### src/rtl/spi_fe_pkg.sv
package spi_fe_pkg;
  typedef enum logic [3:0] {
    ST_IDLE, ST_OPC, ST_ADDR, ST_RDAT, ST_WDAT, ST_SRD, ST_SWR, ST_SKIP, ST_LOCK
  } st_e;

  typedef enum logic {AC_RD, AC_WR} acc_e;
endpackage

### src/rtl/spi_fe_sync.sv
module spi_fe_sync #(
  parameter int unsigned W = 4,
  parameter int unsigned STAGES = 2,
  parameter logic [W-1:0] RST_VAL = '0
) (
  input  logic         clk_i,
  input  logic         rst_ni,
  input  logic [W-1:0] d_i,
  output logic [W-1:0] q_o
);
  for (genvar s = 0; s < STAGES; s++) begin : g_stg
    logic [W-1:0] q;
    if (s == 0) begin : g_first
      always_ff @(posedge clk_i or negedge rst_ni)
        if (!rst_ni) q <= RST_VAL;
        else         q <= d_i;
    end else begin : g_next
      always_ff @(posedge clk_i or negedge rst_ni)
        if (!rst_ni) q <= RST_VAL;
        else         q <= g_stg[s-1].q;
    end
  end

  assign q_o = g_stg[STAGES-1].q;
endmodule

### src/rtl/spi_fe_rx.sv
module spi_fe_rx #(
  parameter int unsigned DW = 8,
  localparam int unsigned CW = $clog2(DW)
) (
  input  logic          clk_i,
  input  logic          rst_ni,
  input  logic          clr_i,
  input  logic          shift_i,
  input  logic          bit_i,
  output logic [DW-1:0] byte_o,
  output logic          done_o,
  output logic [CW-1:0] cnt_o
);
  logic [DW-2:0] sh_q;
  logic [CW-1:0] cnt_q;
  logic          last;

  assign last = (cnt_q == CW'(DW-1));

  always_ff @(posedge clk_i or negedge rst_ni) begin
    if (!rst_ni) begin
      sh_q  <= '0;
      cnt_q <= '0;
    end else if (clr_i) begin
      sh_q  <= '0;
      cnt_q <= '0;
    end else if (shift_i) begin
      sh_q  <= {sh_q[DW-3:0], bit_i};
      cnt_q <= last ? '0 : cnt_q + 1'b1;
    end
  end

  assign byte_o = {sh_q, bit_i};
  assign done_o = shift_i & last;
  assign cnt_o  = cnt_q;
endmodule

### src/rtl/spi_fe_tx.sv
module spi_fe_tx #(
  parameter int unsigned DW = 8
) (
  input  logic          clk_i,
  input  logic          rst_ni,
  input  logic          load_i,
  input  logic [DW-1:0] data_i,
  input  logic          shift_i,
  output logic          bit_o
);
  logic [DW-1:0] sh_q;
  logic          bit_q;

  always_ff @(posedge clk_i or negedge rst_ni) begin
    if (!rst_ni) begin
      sh_q  <= '0;
      bit_q <= 1'b0;
    end else if (load_i) begin
      sh_q <= data_i;
    end else if (shift_i) begin
      bit_q <= sh_q[DW-1];
      sh_q  <= {sh_q[DW-2:0], 1'b0};
    end
  end

  assign bit_o = bit_q;
endmodule

### src/rtl/spi_mem_front.sv
module spi_mem_front
  import spi_fe_pkg::*;
#(
  parameter int unsigned AW = 16,
  parameter int unsigned DW = 8,
  parameter int unsigned SYNC_STAGES = 2,
  parameter logic [DW-1:0] OP_READ = 8'h03,
  parameter logic [DW-1:0] OP_WRITE = 8'h02,
  parameter logic [DW-1:0] OP_WREN = 8'h06,
  parameter logic [DW-1:0] OP_WRDI = 8'h04,
  parameter logic [DW-1:0] OP_RDSR = 8'h05,
  parameter logic [DW-1:0] OP_WRSR = 8'h01
) (
  input  logic          clk_i,
  input  logic          rst_ni,
  input  logic          sck_i,
  input  logic          cs_ni,
  input  logic          si_i,
  input  logic          hold_ni,
  output logic          so_o,
  output logic          so_oe_o,
  output logic [AW-1:0] addr_o,
  output logic          rd_stb_o,
  input  logic [DW-1:0] rdata_i,
  output logic          wr_stb_o,
  output logic [DW-1:0] wdata_o,
  output logic          wren_stb_o,
  output logic          wrdi_stb_o,
  output logic          wrsr_stb_o,
  input  logic [DW-1:0] status_i
);
  localparam int unsigned AB  = AW / DW;
  localparam int unsigned ABW = (AB > 1) ? $clog2(AB) : 1;
  localparam int unsigned CW  = $clog2(DW);

  // synchronized bus lines: {hold_n, si, cs_n, sck}
  logic [3:0] bus_s;
  logic sck_s, cs_s, si_s, hold_s;

  spi_fe_sync #(.W(4), .STAGES(SYNC_STAGES), .RST_VAL(4'b1010)) u_sync (
    .clk_i (clk_i),
    .rst_ni(rst_ni),
    .d_i   ({hold_ni, si_i, cs_ni, sck_i}),
    .q_o   (bus_s)
  );
  assign sck_s  = bus_s[0];
  assign cs_s   = bus_s[1];
  assign si_s   = bus_s[2];
  assign hold_s = bus_s[3];

  logic sck_q, rise, fall, cs_act, hold_act;
  st_e  st_q;
  acc_e acc_q;
  logic active, out_st, out_on;

  always_ff @(posedge clk_i or negedge rst_ni)
    if (!rst_ni) sck_q <= 1'b0;
    else         sck_q <= sck_s;

  assign rise   = sck_s & ~sck_q;
  assign fall   = ~sck_s & sck_q;
  assign cs_act = ~cs_s;

  // hold enters and leaves only while the serial clock is low
  always_ff @(posedge clk_i or negedge rst_ni) begin
    if (!rst_ni)                     hold_act <= 1'b0;
    else if (!cs_act)                hold_act <= 1'b0;
    else if (!hold_act)              hold_act <= ~hold_s & ~sck_s;
    else if (hold_s && !sck_s)       hold_act <= 1'b0;
  end

  assign active = cs_act & ~hold_act &
                  (st_q != ST_IDLE) & (st_q != ST_SKIP) & (st_q != ST_LOCK);
  assign out_st = (st_q == ST_RDAT) | (st_q == ST_SRD);

  logic [DW-1:0] rx_byte;
  logic          rx_done;
  logic [CW-1:0] rx_cnt;

  spi_fe_rx #(.DW(DW)) u_rx (
    .clk_i  (clk_i),
    .rst_ni (rst_ni),
    .clr_i  (~cs_act),
    .shift_i(active & rise),
    .bit_i  (si_s),
    .byte_o (rx_byte),
    .done_o (rx_done),
    .cnt_o  (rx_cnt)
  );

  logic [AW-1:0]  addr_q;
  logic [ABW-1:0] ab_q;
  logic [DW-1:0]  wdata_q;
  logic rd_stb_q, wr_stb_q, wren_q, wrdi_q, wrsr_q, ld_q;
  logic stat_ld;

  assign stat_ld = rx_done & (((st_q == ST_OPC) & (rx_byte == OP_RDSR)) | (st_q == ST_SRD));

  always_ff @(posedge clk_i or negedge rst_ni) begin
    if (!rst_ni) begin
      st_q     <= ST_IDLE;
      acc_q    <= AC_RD;
      addr_q   <= '0;
      ab_q     <= '0;
      wdata_q  <= '0;
      rd_stb_q <= 1'b0;
      wr_stb_q <= 1'b0;
      wren_q   <= 1'b0;
      wrdi_q   <= 1'b0;
      wrsr_q   <= 1'b0;
      ld_q     <= 1'b0;
    end else begin
      rd_stb_q <= 1'b0;
      wr_stb_q <= 1'b0;
      wren_q   <= 1'b0;
      wrdi_q   <= 1'b0;
      wrsr_q   <= 1'b0;
      ld_q     <= rd_stb_q;
      if (!cs_act) begin
        st_q <= ST_IDLE;
      end else if (rx_done) begin
        unique case (st_q)
          ST_OPC: begin
            ab_q <= '0;
            if (rx_byte == OP_READ) begin
              acc_q <= AC_RD;
              st_q  <= ST_ADDR;
            end else if (rx_byte == OP_WRITE) begin
              acc_q <= AC_WR;
              st_q  <= ST_ADDR;
            end else if (rx_byte == OP_WREN) begin
              wren_q <= 1'b1;
              st_q   <= ST_SKIP;
            end else if (rx_byte == OP_WRDI) begin
              wrdi_q <= 1'b1;
              st_q   <= ST_SKIP;
            end else if (rx_byte == OP_RDSR) begin
              st_q <= ST_SRD;
            end else if (rx_byte == OP_WRSR) begin
              st_q <= ST_SWR;
            end else begin
              st_q <= ST_LOCK;
            end
          end
          ST_ADDR: begin
            addr_q <= {addr_q[AW-DW-1:0], rx_byte};
            ab_q   <= ab_q + 1'b1;
            if (ab_q == ABW'(AB-1)) begin
              if (acc_q == AC_RD) begin
                st_q     <= ST_RDAT;
                rd_stb_q <= 1'b1;
              end else begin
                st_q <= ST_WDAT;
              end
            end
          end
          ST_RDAT: begin
            addr_q   <= addr_q + 1'b1;
            rd_stb_q <= 1'b1;
          end
          ST_WDAT: begin
            wr_stb_q <= 1'b1;
            wdata_q  <= rx_byte;
          end
          ST_SWR: begin
            wrsr_q  <= 1'b1;
            wdata_q <= rx_byte;
            st_q    <= ST_SKIP;
          end
          default: ;
        endcase
      end else if (st_q == ST_IDLE) begin
        st_q <= ST_OPC;
      end
      // write address advances once the strobe has been presented
      if (wr_stb_q) addr_q <= addr_q + 1'b1;
    end
  end

  always_ff @(posedge clk_i or negedge rst_ni) begin
    if (!rst_ni)                  out_on <= 1'b0;
    else if (!cs_act)             out_on <= 1'b0;
    else if (active && fall && out_st) out_on <= 1'b1;
  end

  spi_fe_tx #(.DW(DW)) u_tx (
    .clk_i  (clk_i),
    .rst_ni (rst_ni),
    .load_i (ld_q | stat_ld),
    .data_i (ld_q ? rdata_i : status_i),
    .shift_i(active & fall & out_st),
    .bit_o  (so_o)
  );

  assign so_oe_o    = out_on & cs_act & ~hold_act & out_st;
  assign addr_o     = addr_q;
  assign rd_stb_o   = rd_stb_q;
  assign wr_stb_o   = wr_stb_q;
  assign wdata_o    = wdata_q;
  assign wren_stb_o = wren_q;
  assign wrdi_stb_o = wrdi_q;
  assign wrsr_stb_o = wrsr_q;

  AST_IDLE_SILENT: assert property (@(posedge clk_i) disable iff (!rst_ni)
    !cs_act |=> !so_oe_o && !rd_stb_o && !wr_stb_o && !wrsr_stb_o);
  AST_LOCK_SILENT: assert property (@(posedge clk_i) disable iff (!rst_ni)
    (st_q == ST_LOCK) |-> !so_oe_o && !rd_stb_o && !wr_stb_o && !wrsr_stb_o
                          && !wren_stb_o && !wrdi_stb_o);
  AST_WR_PULSE: assert property (@(posedge clk_i) disable iff (!rst_ni)
    wr_stb_o |=> !wr_stb_o);
  AST_WR_ADDR_STEP: assert property (@(posedge clk_i) disable iff (!rst_ni)
    wr_stb_o |=> addr_o == $past(addr_o) + 1'b1);
  AST_RD_ADDR_STEP: assert property (@(posedge clk_i) disable iff (!rst_ni)
    (cs_act && st_q == ST_RDAT && rx_done) |=> rd_stb_o && addr_o == $past(addr_o) + 1'b1);
  AST_HOLD_FREEZE: assert property (@(posedge clk_i) disable iff (!rst_ni)
    (hold_act && $past(hold_act) && $past(cs_act)) |-> $stable(rx_cnt));
endmodule

### config.mk
export PLATFORM = sky130hd
export DESIGN_NAME = spi_mem_front
export DESIGN_NICKNAME = d
export VERILOG_FILES = /design/src/rtl/spi_fe_pkg.sv /design/src/rtl/spi_fe_sync.sv /design/src/rtl/spi_fe_rx.sv /design/src/rtl/spi_fe_tx.sv /design/src/rtl/spi_mem_front.sv
export SDC_FILE = /design/constraint.sdc
export NUM_CORES = 1
export LEC_CHECK = 0
export BUFFER_PORTS_ARGS = -buffer_cell sky130_fd_sc_hd__buf_2
export CAP_MARGIN = 25
export CORE_UTILIZATION = 53
export CTS_CLUSTER_SIZE = 12
export DETAILED_ROUTE_END_ITERATION = 10
export GPL_ROUTABILITY_DRIVEN = 0
export PLACE_DENSITY = 0.75
export SKIP_LAST_GASP = 1
export SLEW_MARGIN = 40
export SYNTH_ARGS = -nofsm -noshare
export SYNTH_HDL_FRONTEND = slang
export SYNTH_SLANG_ARGS = --single-unit
export TNS_END_PERCENT = 50
### constraint.sdc
create_clock -name clk_i -period 2.7 [get_ports clk_i]
set_input_delay 0.675 -clock clk_i [delete_from_list [all_inputs] [get_ports clk_i]]
set_output_delay 0.675 -clock clk_i [all_outputs]
set_load 0.02 [all_outputs]
=== Word-level counts from Yosys, hierarchy flattened ===
Index checks and enable logic that the tools add are counted.

* Flip-flop bits (word level): 66
* Bits in latches: 0
* Bits in writable memories: 0
* Memory bits (read-only): 0
* Bits of input ports: 22
* Output and inout port bits: 31
* Logic and storage cells: 143
* Memories kept: 0

* Add/subtract/negate cells: 3
* Multiply operators: 0
* Divide/modulo/power cells: 0
* $lt $le $gt $ge: 0
* Eq/ne operators: 18
* Shift-type cells: 0
* Mux-type cells: 56
* Bitwise gates (word level): 25
* Reduce and logical (&&, ||, !) cells: 21

{| class="wikitable"
|+ Operators with widths
! operator !! count
|-
| 16-bit two-way mux || 3
|-
| 4-bit two-way mux || 10
|-
| 16-bit case mux with 2 select lines || 1
|-
| 1-bit two-way mux || 30
|-
| 8-bit by 3-bit == test with 1-bit output (second input constant) || 3
|-
| 8-bit two-way mux || 3
|-
| 16-bit by 1-bit adder with 16-bit output (second input constant) || 1
|-
| 1-bit AND || 16
|-
| 8-bit by 2-bit == test with 1-bit output (second input constant) || 2
|-
| 7-bit two-way mux || 2
|-
| 4-bit by 3-bit == test with 1-bit output (second input constant) || 3
|-
| 3-bit two-way mux || 4
|-
| 4-bit case mux with 3 select lines || 1
|-
| 3-bit AND reduction || 4
|-
| 2-bit nonzero test || 6
|-
| 4-bit by 2-bit == test with 1-bit output (second input constant) || 2
|-
| 8-bit by 1-bit == test with 1-bit output (second input constant) || 1
|-
| 4-bit by 3-bit inequality test with 1-bit output (second input constant) || 2
|-
| 1-bit inverter || 6
|-
| 3-bit nonzero test || 2
|-
| 5-bit by 1-bit inequality test with 1-bit output (second input constant) || 1
|-
| 4-bit by 1-bit == test with 1-bit output (second input constant) || 1
|-
| 4-bit logical NOT || 1
|-
| 4-bit inequality test (second input constant) || 1
|-
| 12 further kinds || 17
|}

=== Logic depth before layout (Yosys ltp) ===
* Depth after elaboration: 11
* Depth in mapped cells: 8
* Gate-level depth less buffers: 5

=== By module ===
Synthesis repeated with hierarchy kept, for this count alone.

* Cell total of the unflattened synthesis: 330
* Area, all modules: 3359.5 µm²

{| class="wikitable"
|+ By module, submodules not included
! module !! instances !! cells each !! area an instance (µm²)
|-
| spi_mem_front || 1 || 248 || 2290.9
|-
| spi_fe_rx || 1 || 37 || 444.2
|-
| spi_fe_tx || 1 || 37 || 419.2
|-
| spi_fe_sync || 1 || 8 || 205.2
|}

=== Worst setup path before layout ===
Ideal clock, no wire load.

* Path type: register to output
* Start point: register st_q[3]
* End point: output port so_oe_o
* Arrival time: 1.532 ns
* Setup slack: 0.493 ns
* Cell stages (with the launch flop): 4
* Cells stage by stage: dfrtp_1 -> buf_6 -> or4b_4 -> nor3_1

* Cells in the longest elaborated chain, start to end: 3
* Elaborated cells between the ends (all ways): 4
* Those cells by class: eq/ne: 2; bitwise: 2

{| class="wikitable"
|+ RTL lines
! what !! line !! source
|-
| from (decl) || spi_mem_front.sv:52 || <nowiki>st_e st_q;</nowiki>
|-
| from (signal assigned) || spi_mem_front.sv:101 || <nowiki>st_q <= ST_IDLE;</nowiki>
|-
| from (signal assigned) || spi_mem_front.sv:120 || <nowiki>st_q <= ST_IDLE;</nowiki>
|-
| from (signal assigned) || spi_mem_front.sv:127 || <nowiki>st_q <= ST_ADDR;</nowiki>
|-
| 4-bit by 2-bit == test with 1-bit output / 4-bit by 3-bit == test with 1-bit output (equally long branches) || spi_mem_front.sv:74 || <nowiki>assign out_st = (st_q == ST_RDAT) | (st_q == ST_SRD);</nowiki>
|-
| 1-bit OR * || spi_mem_front.sv:74 ||
|-
| 1-bit AND * || spi_mem_front.sv:195 || <nowiki>assign so_oe_o = out_on & cs_act & ~hold_act & out_st;</nowiki>
|-
| to (decl) || spi_mem_front.sv:21 || <nowiki>output logic so_oe_o,</nowiki>
|}

Mark *: on every way between the ends. The rest lies on a longest branch, timed or not.

=== Final worst setup path ===
* Start point: register st_q[0]
* End point: output port so_oe_o

The elaborated chain is that of the path after synthesis.

==> summary.md <==
| Metric | Value |
|---|---|
| Share of total power in combinational logic | `under 10%` |
| Worst-path clk slew | `approximately 0.070 ns` |
| Seq cells post-synth | `66` |
| CTS sink cnt | `66` |
| H-tree Lvls | `3` |
| Crit. Startpoint | `st_q[0]` |
| Root buffer cell | `clkbuf_8` |
| Final Max Tran Viols | `0` |
| Later-pin clock latency in the skew report | `0.34 ns` |
| Max Cap Viol | `0` |
| Number of placed I/O pins | `between 50 and 60` |
| Ys Warns | `0` |
| First-pass GRT wire length | `approximately 13 mm` |
| Row count | `28` |
| Die height | `~80 um` |
| Post-DP HPWL | `5.18 mm` |
| Syn avg cell area | `10.2 sq um` |
| Fraction of layout cells with a size suffix above 1 | `a little under a quarter` |
| Measured slew at the worst slew-check pin | `about 0.7 ns` |
| Leakage | `between 1.5 and 2 nW` |
| Core box area | `6060 sq um` |
| Synthesis-to-finish area growth | `14.5%` |
| CTS resizes | `0` |
| CTS buffer count | `9` |
| CP endpoint kind | `output pin` |
| Final layout net count | `approximately 400` |
| NetSw | `0.000440 W` |
| Post-CTS Setup Repair Bufs | `0` |
| FFs w/ async S/R, synth | `between 90% and 100%` |
| Clock buffer depth | `2` |
| Worst r2r src | `st_q[0]` |
| Hold Path Class | `register to register` |
| Hold Crit Start | `u_sync.g_stg[0].q[0]` |
| Switching portion of total power | `about 22%` |
| Vias per cell | `approximately 6.3` |
| Critical path's largest stage delay | `approximately 0.55 ns` |
| Die W | `a little over 80 um` |
| Startpoint Class | `register` |
| CTS tree | `built` |
| Largest net degree at the start of global routing | `37` |
| Maximum vdd ir drop | `~0.35 mV` |
| Crit-path max FO | `14` |
| CP Class | `register to output pin` |
| Outcome | `complete, no violations` |
| Fmax | `a little over 400 MHz` |
| Routed WL per cell | `between 15 and 20 um` |
| 1st-iter DRT viols | `around 270` |
| Post-Layout Cell Count | `457` |
| Placed Cells | `441` |
| Register area share after synthesis | `between 40% and 50%` |
| Final min period | `between 2 and 2.5 ns` |
| Initial antenna violation count | `0` |
| Setup TNS | `0 ns` |
| Final wirelength | `around 7.7 mm` |
| Clock share of power | `a little over two fifths` |
| Period utilization | `91.6%` |
| Total die area | `6770 sq um` |
| Vias post-DR | `roughly 2.9k` |
| CP bufs+invs | `1` |
| Hold Buf Count CTS | `0` |
| Fin. Hold Viols | `0` |
| Post-DRT Antenna Nets | `0` |
| Post-synth EDFFs | `0` |
| Critical Path, Cell by Cell | `or4b_4 -> nor3_1 -> buf_2` |
| TritonRoute pass-1 iters | `5` |
| Synth unique cells | `56` |
| DRC viols | `0` |
| Slew Limit Headroom | `about 53%` |
| Initial core utilization | `56.3%` |
| Slowest-stage cell, CP | `dfrtp_1` |
| CP delay by family, top | `simple AND/OR/NAND/NOR gates` |
| Clk_skew | `slightly below 0.01 ns` |
| Arr. time, crit path | `about 1.8 ns` |
| Syn nets | `between 300 and 400` |
| Vias in the first global route | `approximately 2.7k` |
| Post-Syn Instances | `about 340` |
| Sequential Power Share | `between 50% and 60%` |
| ANT cells | `0` |
| Total GRT Usage | `about 25%` |
| Number of buffers added on ports | `52` |
| P_int | `roughly 0.0015 W` |
| Post-Syn Area | `3410 sq um` |
| Gr ovfl total | `0` |
| Pwr dens | `501 nW/um^2` |
| Critical Path RT | `between 2 and 2.5 ns` |
| Unrepaired setup endpoints after global routing | `no` |
| Commonest register cell after synthesis | `dfrtp_1` |
| Final setup violation count | `0` |
-- final timing paths --
kind,end,slack (ns),cells past startpoint
worst max-delay path,so_oe_o,0.23,3
worst min-delay path,u_sync.q_o[0],0.35,0
worst max register to register,u_tx.bit_o,0.44,4
worst min register to register,u_sync.q_o[0],0.35,0
max in group asynchronous,u_rx.sh_q[3],1.69,2
min in group asynchronous,u_tx.sh_q[2],0.39,1
-- cells by family (layout without fill, tap and decap cells) --
kind of cell    Yosys count  in the layout  synth area share [%]
simple gates            109            109                  18.4
buf+inv                  47             94                  5.86
mux                      28             28                  8.57
compound gates           81             81                  17.3
flops                    66             66                  48.5
fa+ha+maj                 3              3                  1.10
xor+xnor                  1              1                 0.257
-- worst reg2reg max path, cell delays in order, from the launching register on --
cell and delay (ns):
dfrtp_1 0.55, or4b_4 0.52, or4b_4 0.65, nor2_4 0.12
mux2_1 0.32
-- cell usage after synthesis (7+ instances only) --
cell / instances / area [sq um]
a21oi_1: 11 / 55.1
a221oi_1: 7 / 61.3
buf_2: 7 / 35.0
clkbuf_1: 19 / 71.3
dfrtp_1: 62 / 1550
inv_1: 19 / 71.3
mux2i_1: 18 / 180
nand2_1: 15 / 56.3
nand4_1: 9 / 56.3
nor2_1: 21 / 78.8
nor3_1: 10 / 50.1
nor4_1: 10 / 62.6
o21ai_0: 13 / 65.1
-- flip-flops by register name, indices dropped and copies added, names as in the netlist --
register	flops
ab_q	1
acc_q	1
addr_o	16
hold_act	1
ld_q	1
out_on	1
rd_stb_o	1
sck_q	1
st_q	4
u_rx.cnt_o	3
u_rx.sh_q	7
u_sync.g_stg.q	4
u_sync.q_o	4
u_tx.bit_o	1
u_tx.sh_q	8
wdata_o	8
wr_stb_o	1
wrdi_stb_o	1
wren_stb_o	1
wrsr_stb_o	1
-- metal layers --
layer | GRT usage (%) | vias up | wire, um
met2 | 38.6 | 116 | 3610
li1 | - | 1349 | -
met5 | 0 | - | 0
met3 | 4.73 | 11 | 496
met1 | 36.2 | 1408 | 3510
met4 | 9.82 | 0 | 102
-- placed cells by master, fill, tap and decap left out, drive strengths merged, types with 7 or more instances in the layout --
master / count
a221oi: 7
clkbuf: 12
o21ai: 13
inv: 19
nand2: 15
nor3: 10
nor2: 22
nor4: 10
nand4: 9
mux2i: 18
buf: 59
dfrtp: 62
mux2: 10
a21oi: 11
-- final cells by class --
class	count	area (sq um)
Inverter	19	71.3
Clock buffer	12	155
Tap cell	75	93.8
Timing Repair Buffer	59	325
Multi-Input combinational cell	222	1560
Clock inverter	4	50.0
Fill cell	502	2150
Sequential cell	66	1660
-- through the flow --
| stage | util [%] | power, W | cell area, sq um | hold WS [ns] | setup slack, ns |
|---|---|---|---|---|---|
| global placement | 61.1 | 0.00113 | 3700 | 0.332 | 0.474 |
| CTS | 64.5 | 0.00198 | 3910 | 0.351 | 0.209 |
| floorplan | - | 0.00108 | 3410 | 0.331 | 0.493 |
| detailed placement | 61.1 | 0.00113 | 3700 | 0.335 | 0.456 |
| finish | 64.5 | 0.00196 | 3910 | 0.351 | 0.227 |
| global route | 64.5 | 0.00204 | 3910 | 0.354 | 0.120 |
-- power groups by stage --
stage	registers, W	clock network [W]	logic, W
finish	0.00103	0.000850	0.0000840
global route	0.00103	0.000917	0.0000963
CTS	0.00103	0.000870	0.0000861
detailed placement	0.00105	0	0.0000859
global placement	0.00104	0	0.0000833
floorplan	0.00103	0	0.0000492
No activity file was read; power rests on OpenSTA's default activity.
